===== src/rtl/swp_pkg.sv =====
package swp_pkg;

  localparam int NKEYS = 5;
  localparam int K_AA  = 0;
  localparam int K_55  = 1;
  localparam int K_A0  = 2;
  localparam int K_80  = 3;
  localparam int K_20  = 4;

  typedef enum logic [2:0] {
    ST_IDLE = 3'd0,
    ST_K1   = 3'd1,
    ST_K2   = 3'd2,
    ST_ARM  = 3'd3,
    ST_K3   = 3'd4,
    ST_K4   = 3'd5,
    ST_K5   = 3'd6
  } swp_step_e;

  typedef struct packed {
    swp_step_e nxt;
    logic      cmd;
    logic      arm;
    logic      plain;
    logic      off;
  } swp_act_t;

  // Data byte of each key step
  function automatic logic [7:0] key_data(input int k);
    case (k)
      K_AA:    key_data = 8'hAA;
      K_55:    key_data = 8'h55;
      K_A0:    key_data = 8'hA0;
      K_80:    key_data = 8'h80;
      default: key_data = 8'h20;
    endcase
  endfunction

  // 1: key step sits at the first key address, 0: at the second
  function automatic logic key_at_first(input int k);
    key_at_first = (k != K_55);
  endfunction

  // Next matcher position and classification of one write
  function automatic swp_act_t step_next(input swp_step_e cur,
                                         input logic [NKEYS-1:0] hit);
    swp_act_t a;
    a.nxt   = hit[K_AA] ? ST_K1 : ST_IDLE;
    a.cmd   = hit[K_AA];
    a.plain = !hit[K_AA];
    a.arm   = 1'b0;
    a.off   = 1'b0;
    case (cur)
      ST_K1: if (hit[K_55]) begin a.nxt = ST_K2; a.cmd = 1'b1; a.plain = 1'b0; end
      ST_K2: begin
        if (hit[K_A0]) begin a.nxt = ST_ARM; a.cmd = 1'b1; a.plain = 1'b0; end
        else if (hit[K_80]) begin a.nxt = ST_K3; a.cmd = 1'b1; a.plain = 1'b0; end
      end
      ST_ARM: begin
        a.nxt = ST_IDLE; a.cmd = 1'b0; a.plain = 1'b0; a.arm = 1'b1;
      end
      ST_K3: if (hit[K_AA]) begin a.nxt = ST_K4; a.cmd = 1'b1; a.plain = 1'b0; end
      ST_K4: if (hit[K_55]) begin a.nxt = ST_K5; a.cmd = 1'b1; a.plain = 1'b0; end
      ST_K5: if (hit[K_20]) begin
        a.nxt = ST_IDLE; a.cmd = 1'b1; a.plain = 1'b0; a.off = 1'b1;
      end
      default: ;
    endcase
    return a;
  endfunction

endpackage


===== src/rtl/swp_key_match.sv =====
module swp_key_match
  import swp_pkg::*;
#(
  parameter int ADDR_W = 15,
  parameter int DATA_W = 8,
  parameter logic [ADDR_W-1:0] KEY_ADDR_A = 15'h5555,
  parameter logic [ADDR_W-1:0] KEY_ADDR_B = 15'h2AAA
) (
  input  logic [ADDR_W-1:0] addr,
  input  logic [DATA_W-1:0] data,
  output logic [NKEYS-1:0]  hit
);

  for (genvar k = 0; k < NKEYS; k++) begin : g_key
    localparam logic [ADDR_W-1:0] KA = key_at_first(k) ? KEY_ADDR_A : KEY_ADDR_B;
    localparam logic [DATA_W-1:0] KD = DATA_W'(key_data(k));
    assign hit[k] = (addr == KA) && (data == KD);
  end

endmodule


===== src/rtl/swp_seq_fsm.sv =====
module swp_seq_fsm
  import swp_pkg::*;
(
  input  logic             clk,
  input  logic             rst_n,
  input  logic             ev,
  input  logic [NKEYS-1:0] hit,
  output swp_step_e        step_q,
  output logic             ev_cmd,
  output logic             ev_arm,
  output logic             ev_plain,
  output logic             ev_off
);

  swp_act_t act;

  always_comb act = step_next(step_q, hit);

  assign ev_cmd   = ev & act.cmd;
  assign ev_arm   = ev & act.arm;
  assign ev_plain = ev & act.plain;
  assign ev_off   = ev & act.off;

  always_ff @(posedge clk) begin
    if (!rst_n)  step_q <= ST_IDLE;
    else if (ev) step_q <= act.nxt;
  end

  // key-step decoders never report two steps for one write
  a_r3_hits_exclusive: assert property (@(posedge clk) disable iff (!rst_n)
    $onehot0(hit));

  // an armed matcher lets one write through and then leaves the armed state
  a_r7_arm_single: assert property (@(posedge clk) disable iff (!rst_n)
    (ev && step_q == ST_ARM) |=> (step_q != ST_ARM));

  // an idle matcher only leaves idle on the first key step
  a_r9_idle_entry: assert property (@(posedge clk) disable iff (!rst_n)
    (ev && step_q == ST_IDLE && !hit[K_AA]) |=> (step_q == ST_IDLE));

endmodule


===== src/rtl/swp_out_gate.sv =====
module swp_out_gate #(
  parameter int ADDR_W = 15,
  parameter int DATA_W = 8
) (
  input  logic              clk,
  input  logic              rst_n,
  input  logic              ev_cmd,
  input  logic              ev_arm,
  input  logic              ev_plain,
  input  logic              ev_off,
  input  logic [ADDR_W-1:0] addr,
  input  logic [DATA_W-1:0] data,
  output logic              prot_on,
  output logic              wr_accept,
  output logic              cmd_consumed,
  output logic [ADDR_W-1:0] acc_addr,
  output logic [DATA_W-1:0] acc_data
);

  logic pass_d;
  assign pass_d = ev_arm | (ev_plain & ~prot_on);

  always_ff @(posedge clk) begin
    if (!rst_n) begin
      prot_on      <= 1'b0;
      wr_accept    <= 1'b0;
      cmd_consumed <= 1'b0;
      acc_addr     <= '0;
      acc_data     <= '0;
    end else begin
      wr_accept    <= pass_d;
      cmd_consumed <= ev_cmd;
      if (ev_arm)      prot_on <= 1'b1;
      else if (ev_off) prot_on <= 1'b0;
      if (pass_d) begin
        acc_addr <= addr;
        acc_data <= data;
      end
    end
  end

  // a write is never both forwarded and consumed
  a_r3_accept_or_cmd: assert property (@(posedge clk) disable iff (!rst_n)
    !(wr_accept && cmd_consumed));

  // protection only switches on together with the forwarded write
  a_r4_rise_with_accept: assert property (@(posedge clk) disable iff (!rst_n)
    $rose(prot_on) |-> wr_accept);

  // protection only switches off on the last disable step
  a_r8_fall_with_cmd: assert property (@(posedge clk) disable iff (!rst_n)
    $fell(prot_on) |-> cmd_consumed);

  // an unprefixed write under protection leaves no trace
  a_r6_drop_locked: assert property (@(posedge clk) disable iff (!rst_n)
    (ev_plain && prot_on) |=> (!wr_accept && !cmd_consumed));

endmodule


===== src/rtl/swp_guard.sv =====
module swp_guard
  import swp_pkg::*;
#(
  parameter int ADDR_W = 15,
  parameter int DATA_W = 8,
  parameter logic [ADDR_W-1:0] KEY_ADDR_A = 15'h5555,
  parameter logic [ADDR_W-1:0] KEY_ADDR_B = 15'h2AAA
) (
  input  logic              clk,
  input  logic              rst_n,
  input  logic              wr_valid,
  input  logic [ADDR_W-1:0] wr_addr,
  input  logic [DATA_W-1:0] wr_data,
  input  logic              prog_busy,
  output logic              prot_on,
  output logic              wr_accept,
  output logic [ADDR_W-1:0] acc_addr,
  output logic [DATA_W-1:0] acc_data,
  output logic              cmd_consumed
);

  logic             ev;
  logic [NKEYS-1:0] hit;
  swp_step_e        step_q;
  logic             ev_cmd, ev_arm, ev_plain, ev_off;

  assign ev = wr_valid & ~prog_busy;

  swp_key_match #(
    .ADDR_W(ADDR_W), .DATA_W(DATA_W),
    .KEY_ADDR_A(KEY_ADDR_A), .KEY_ADDR_B(KEY_ADDR_B)
  ) u_match (
    .addr(wr_addr), .data(wr_data), .hit(hit)
  );

  swp_seq_fsm u_fsm (
    .clk(clk), .rst_n(rst_n), .ev(ev), .hit(hit), .step_q(step_q),
    .ev_cmd(ev_cmd), .ev_arm(ev_arm), .ev_plain(ev_plain), .ev_off(ev_off)
  );

  swp_out_gate #(.ADDR_W(ADDR_W), .DATA_W(DATA_W)) u_gate (
    .clk(clk), .rst_n(rst_n),
    .ev_cmd(ev_cmd), .ev_arm(ev_arm), .ev_plain(ev_plain), .ev_off(ev_off),
    .addr(wr_addr), .data(wr_data),
    .prot_on(prot_on), .wr_accept(wr_accept), .cmd_consumed(cmd_consumed),
    .acc_addr(acc_addr), .acc_data(acc_data)
  );

  // a write during programming moves nothing
  a_r11_busy_ignored: assert property (@(posedge clk) disable iff (!rst_n)
    (wr_valid && prog_busy) |=> (!wr_accept && !cmd_consumed && $stable(step_q)
                                 && $stable(prot_on)));

endmodule


===== config.mk =====
export PLATFORM = sky130hd
export DESIGN_NAME = swp_guard
export DESIGN_NICKNAME = d
export VERILOG_FILES = /design/src/rtl/swp_pkg.sv /design/src/rtl/swp_key_match.sv /design/src/rtl/swp_seq_fsm.sv /design/src/rtl/swp_out_gate.sv /design/src/rtl/swp_guard.sv
export SDC_FILE = /design/constraint.sdc
export NUM_CORES = 1
export LEC_CHECK = 0
export BUFFER_PORTS_ARGS = -buffer_cell sky130_fd_sc_hd__buf_2
export CAP_MARGIN = 10
export CORE_MARGIN = 4
export CORE_UTILIZATION = 50
export DETAILED_ROUTE_END_ITERATION = 8
export HOLD_SLACK_MARGIN = 0.06
export PLACE_DENSITY = 0.87
export SETUP_SLACK_MARGIN = 0.4
export SYNTH_ARGS = -nofsm -noshare
export SYNTH_HDL_FRONTEND = slang
export SYNTH_SLANG_ARGS = --single-unit

===== constraint.sdc =====
create_clock -name clk -period 4 [get_ports clk]
set_input_delay 0.4 -clock clk [delete_from_list [all_inputs] [get_ports clk]]
set_output_delay 0.4 -clock clk [all_outputs]
set_load 0.01 [all_outputs]

==> summary.txt <==
Power and ir drop
  – P per Cell Area: 314 mW/mm^2
  – Worst VDD drop: 0.210 mV
  – NetSw: 0.000156 W
  – Leak: 0.889 nW
  – Cell Int Power: 0.000442 W
  – Flop pwr share: 0.516
  – Clock network power share: 0.332
  – Sw Ratio: 0.260
  – Comb power frac: 0.153

Clock tree
  – Post_cts resized: 0
  – # hold bufs at CTS: 0
  – Worst skew pair latency: 0.31 ns
  – Clock transition at the registers of the reported paths: 0.09 ns
  – Num Clock Sinks: 29
  – H-Tree Level Count: 2
  – Clock Path Buffers: 2
  – CTS Buf Count: 5
  – Post-CTS Repair Setup Buffers: 0
  – CTS tree: built
  – Root Driver: clkbuf_4

Layout
  – Final nets: 246
  – Finished Cell Area: 0.00191 sq mm
  – Register area: 581 sq um
  – Share of cells above drive strength 1: 0.327
  – Multi-input logic area: 932 sq um
  – Fin cells: 264
  – Antenna Cells: 0
  – FILL cells: 258
  – Layout Utilization: 0.629
  – Area delta synth->final: 21.2%

Detailed routing
  – Drt pass-1 iters: 4
  – Initial DRC count: 65
  – DR vias: 1,422
  – DR WL/cell: 13.3 um
  – Final ANT Viol Nets: 0
  – WL final: 3520 um
  – DRC errors left: 0
  – Drt via density: 5.39

Global route
  – Vias in the first global route: 1,353
  – Largest net degree at the start of global routing: 54
  – Total congestion overflow: 0
  – Initial antenna violation count: 0
  – Total GRT Usage: 0.182
  – First-pass GRT wire length: 6010 um

Yosys
  – Synth area leaders: dfxtp_1 (37%), mux2i_1 (15%), nand2_1 (12%), nor4_4 (4.1%), and4bb_1 (2.4%)
  – Synthesized netlist cell count: 169
  – Sequential-to-total area share from yosys stat: 0.369
  – Syn avg cell area: 9.31 sq um
  – Top-area cell type share of the netlist area: 0.369
  – Post-Syn Area: 0.00157 sq mm
  – Synth cell types: 42
  – Count leader, synth: nand2_1
  – Synthesized Nets: 196
  – Number of synthesis warnings: 0
  – Post-synth EDFFs: 0
  – Synth top cells by count: nand2_1 (50), dfxtp_1 (29), mux2i_1 (23), clkbuf_1 (7)
  – Cell taking the most area after synthesis: dfxtp_1
  – Synth Register Bits: 29
  – Post-synth ARST share: 0
  – Ys flop type: dfxtp_1

STA
  – Final setup vio count: 0
  – Final Skew: 0.00293 ns
  – Worst-margin pin slew: 0.795 ns
  – Final Worst Setup Slack: 1.76 ns
  – Final count of hold timing violations: 0
  – Relative slew margins: 0.470
  – Max Fclk: 446 MHz
  – RSZ-0062 raised after global routing: false
  – Period utilization: 0.561
  – Pins Over Slew Limit: 0
  – Final min period: 2.24 ns
  – Setup TNS: 0 ns

Critical path
  – Crit. End Element: flip-flop
  – Data arrival, critical path: 2.49 ns
  – Kind of critical path: reg -> reg
  – Worst EP required: 4.24 ns
  – Max stage delay on crit path: 0.64 ns
  – CP max FO: 17
  – Crit-path slowest cell: nor4_4
  – Worst setup SP type: flip-flop
  – CP cell instances: and2b_1 > a21boi_0 > nor4_4 > buf_4 > mux2i_1

Floorplanning
  – Die X: 64.1 um
  – # rows: 20
  – Die Height: 64.1 um
  – I/O pin total: 53
  – Core region area: 0.00303 sq mm
  – Initial core utilization: 0.519
  – Die area: 0.00411 sq mm

Placed design
  – IO Port Bufs: 52
  – Post-DP HPWL: 2680 um
  – Placed Cells incl. Taps: 256
  – Placed Area: 0.00184 sq mm
  – Worst Setup Slack post-DPL: 1.69 ns
  – Gp weighted congestion: 0.916

Job
  – Maxcap violations: 0

Hold path
  – Hold Path Class: in -> reg

Status
  – Status: complete, no violations
## worst paths after layout
kind	startpoint	to	slack, ns	cells past startpoint
setup / recovery	u_fsm.step_q[1]$_SDFFE_PN0P_	u_gate.acc_data[7]$_SDFFE_PN0P_	1.76	5
hold / removal	wr_addr[1]	u_gate.acc_addr[1]$_SDFFE_PN0P_	0.34	3
setup reg to reg	u_fsm.step_q[1]$_SDFFE_PN0P_	u_gate.acc_data[7]$_SDFFE_PN0P_	1.76	5
hold reg to reg	u_gate.acc_data[5]$_SDFFE_PN0P_	u_gate.acc_data[5]$_SDFFE_PN0P_	0.46	2
## routing by layer
metal  global-route usage  part of all wire  vias to the layer above
met5                    0                 0                        -
met4               0.0566            0.0054                        0
met3               0.0668             0.088                        2
met2                0.288              0.46                       66
met1                0.230              0.45                      651
li1                     -                 -                      703
## metrics by stage
step                total power [W]  hold WS [ns]
floorplan                  0.000368         0.479
global placement           0.000404         0.444
detailed placement         0.000406         0.444
CTS                        0.000608         0.333
global route               0.000633         0.337
finish                     0.000598         0.344
## worst max-delay path: cells and delay by family (launching register included)
family | cells | cell delay [ns]
AO/OA/AOI/OAI | 1 | 0.15
buffers and inverters | 1 | 0.40
multiplexers | 1 | 0.22
flip-flops | 1 | 0.51
AND/OR/NAND/NOR | 2 | 0.87
## placed cells by master, fill, tap and decap left out, drive strengths merged, types with 4 or more instances in the layout
cell    instances
nor4            4
buf            53
o21ai           5
mux2i          23
nand2          50
dfxtp          29
clkbuf          7
## final cells by class
class | instances | area share
Clock inverter | 1 | 0.00263
Tap cell | 44 | 0.0289
Sequential cell | 29 | 0.305
Clock buffer | 7 | 0.0341
Multi-Input combinational cell | 130 | 0.489
Timing Repair Buffer | 53 | 0.141
## cell families (layout without fill, tap and decap cells)
kind of cell	count (synthesis)	count (layout)	share of synthesized area
buffers and inverters	10	61	0.0382
muxes	23	23	0.146
DFF	29	29	0.369
AOI/OAI and AO/OA	21	21	0.111
and+or+nand+nor	86	86	0.335
## sequential cells by signal (all words and copies together) (netlist names)
register,cells
u_fsm.step_q,3
u_gate.cmd_consumed,1
u_gate.acc_addr,15
u_gate.wr_accept,1
u_gate.acc_data,8
u_gate.prot_on,1
## power by group through the flow
stage / combinational, W / clock [W] / sequential (W)
after detailed placement: 0.0000912 / 0 / 0.000315
after global placement: 0.0000894 / 0 / 0.000315
after CTS: 0.0000914 / 0.000208 / 0.000308
final: 0.0000912 / 0.000198 / 0.000308
after floorplan: 0.0000481 / 0 / 0.000320
after global routing: 0.000101 / 0.000222 / 0.000310
Power figures use the tool's default switching activity.
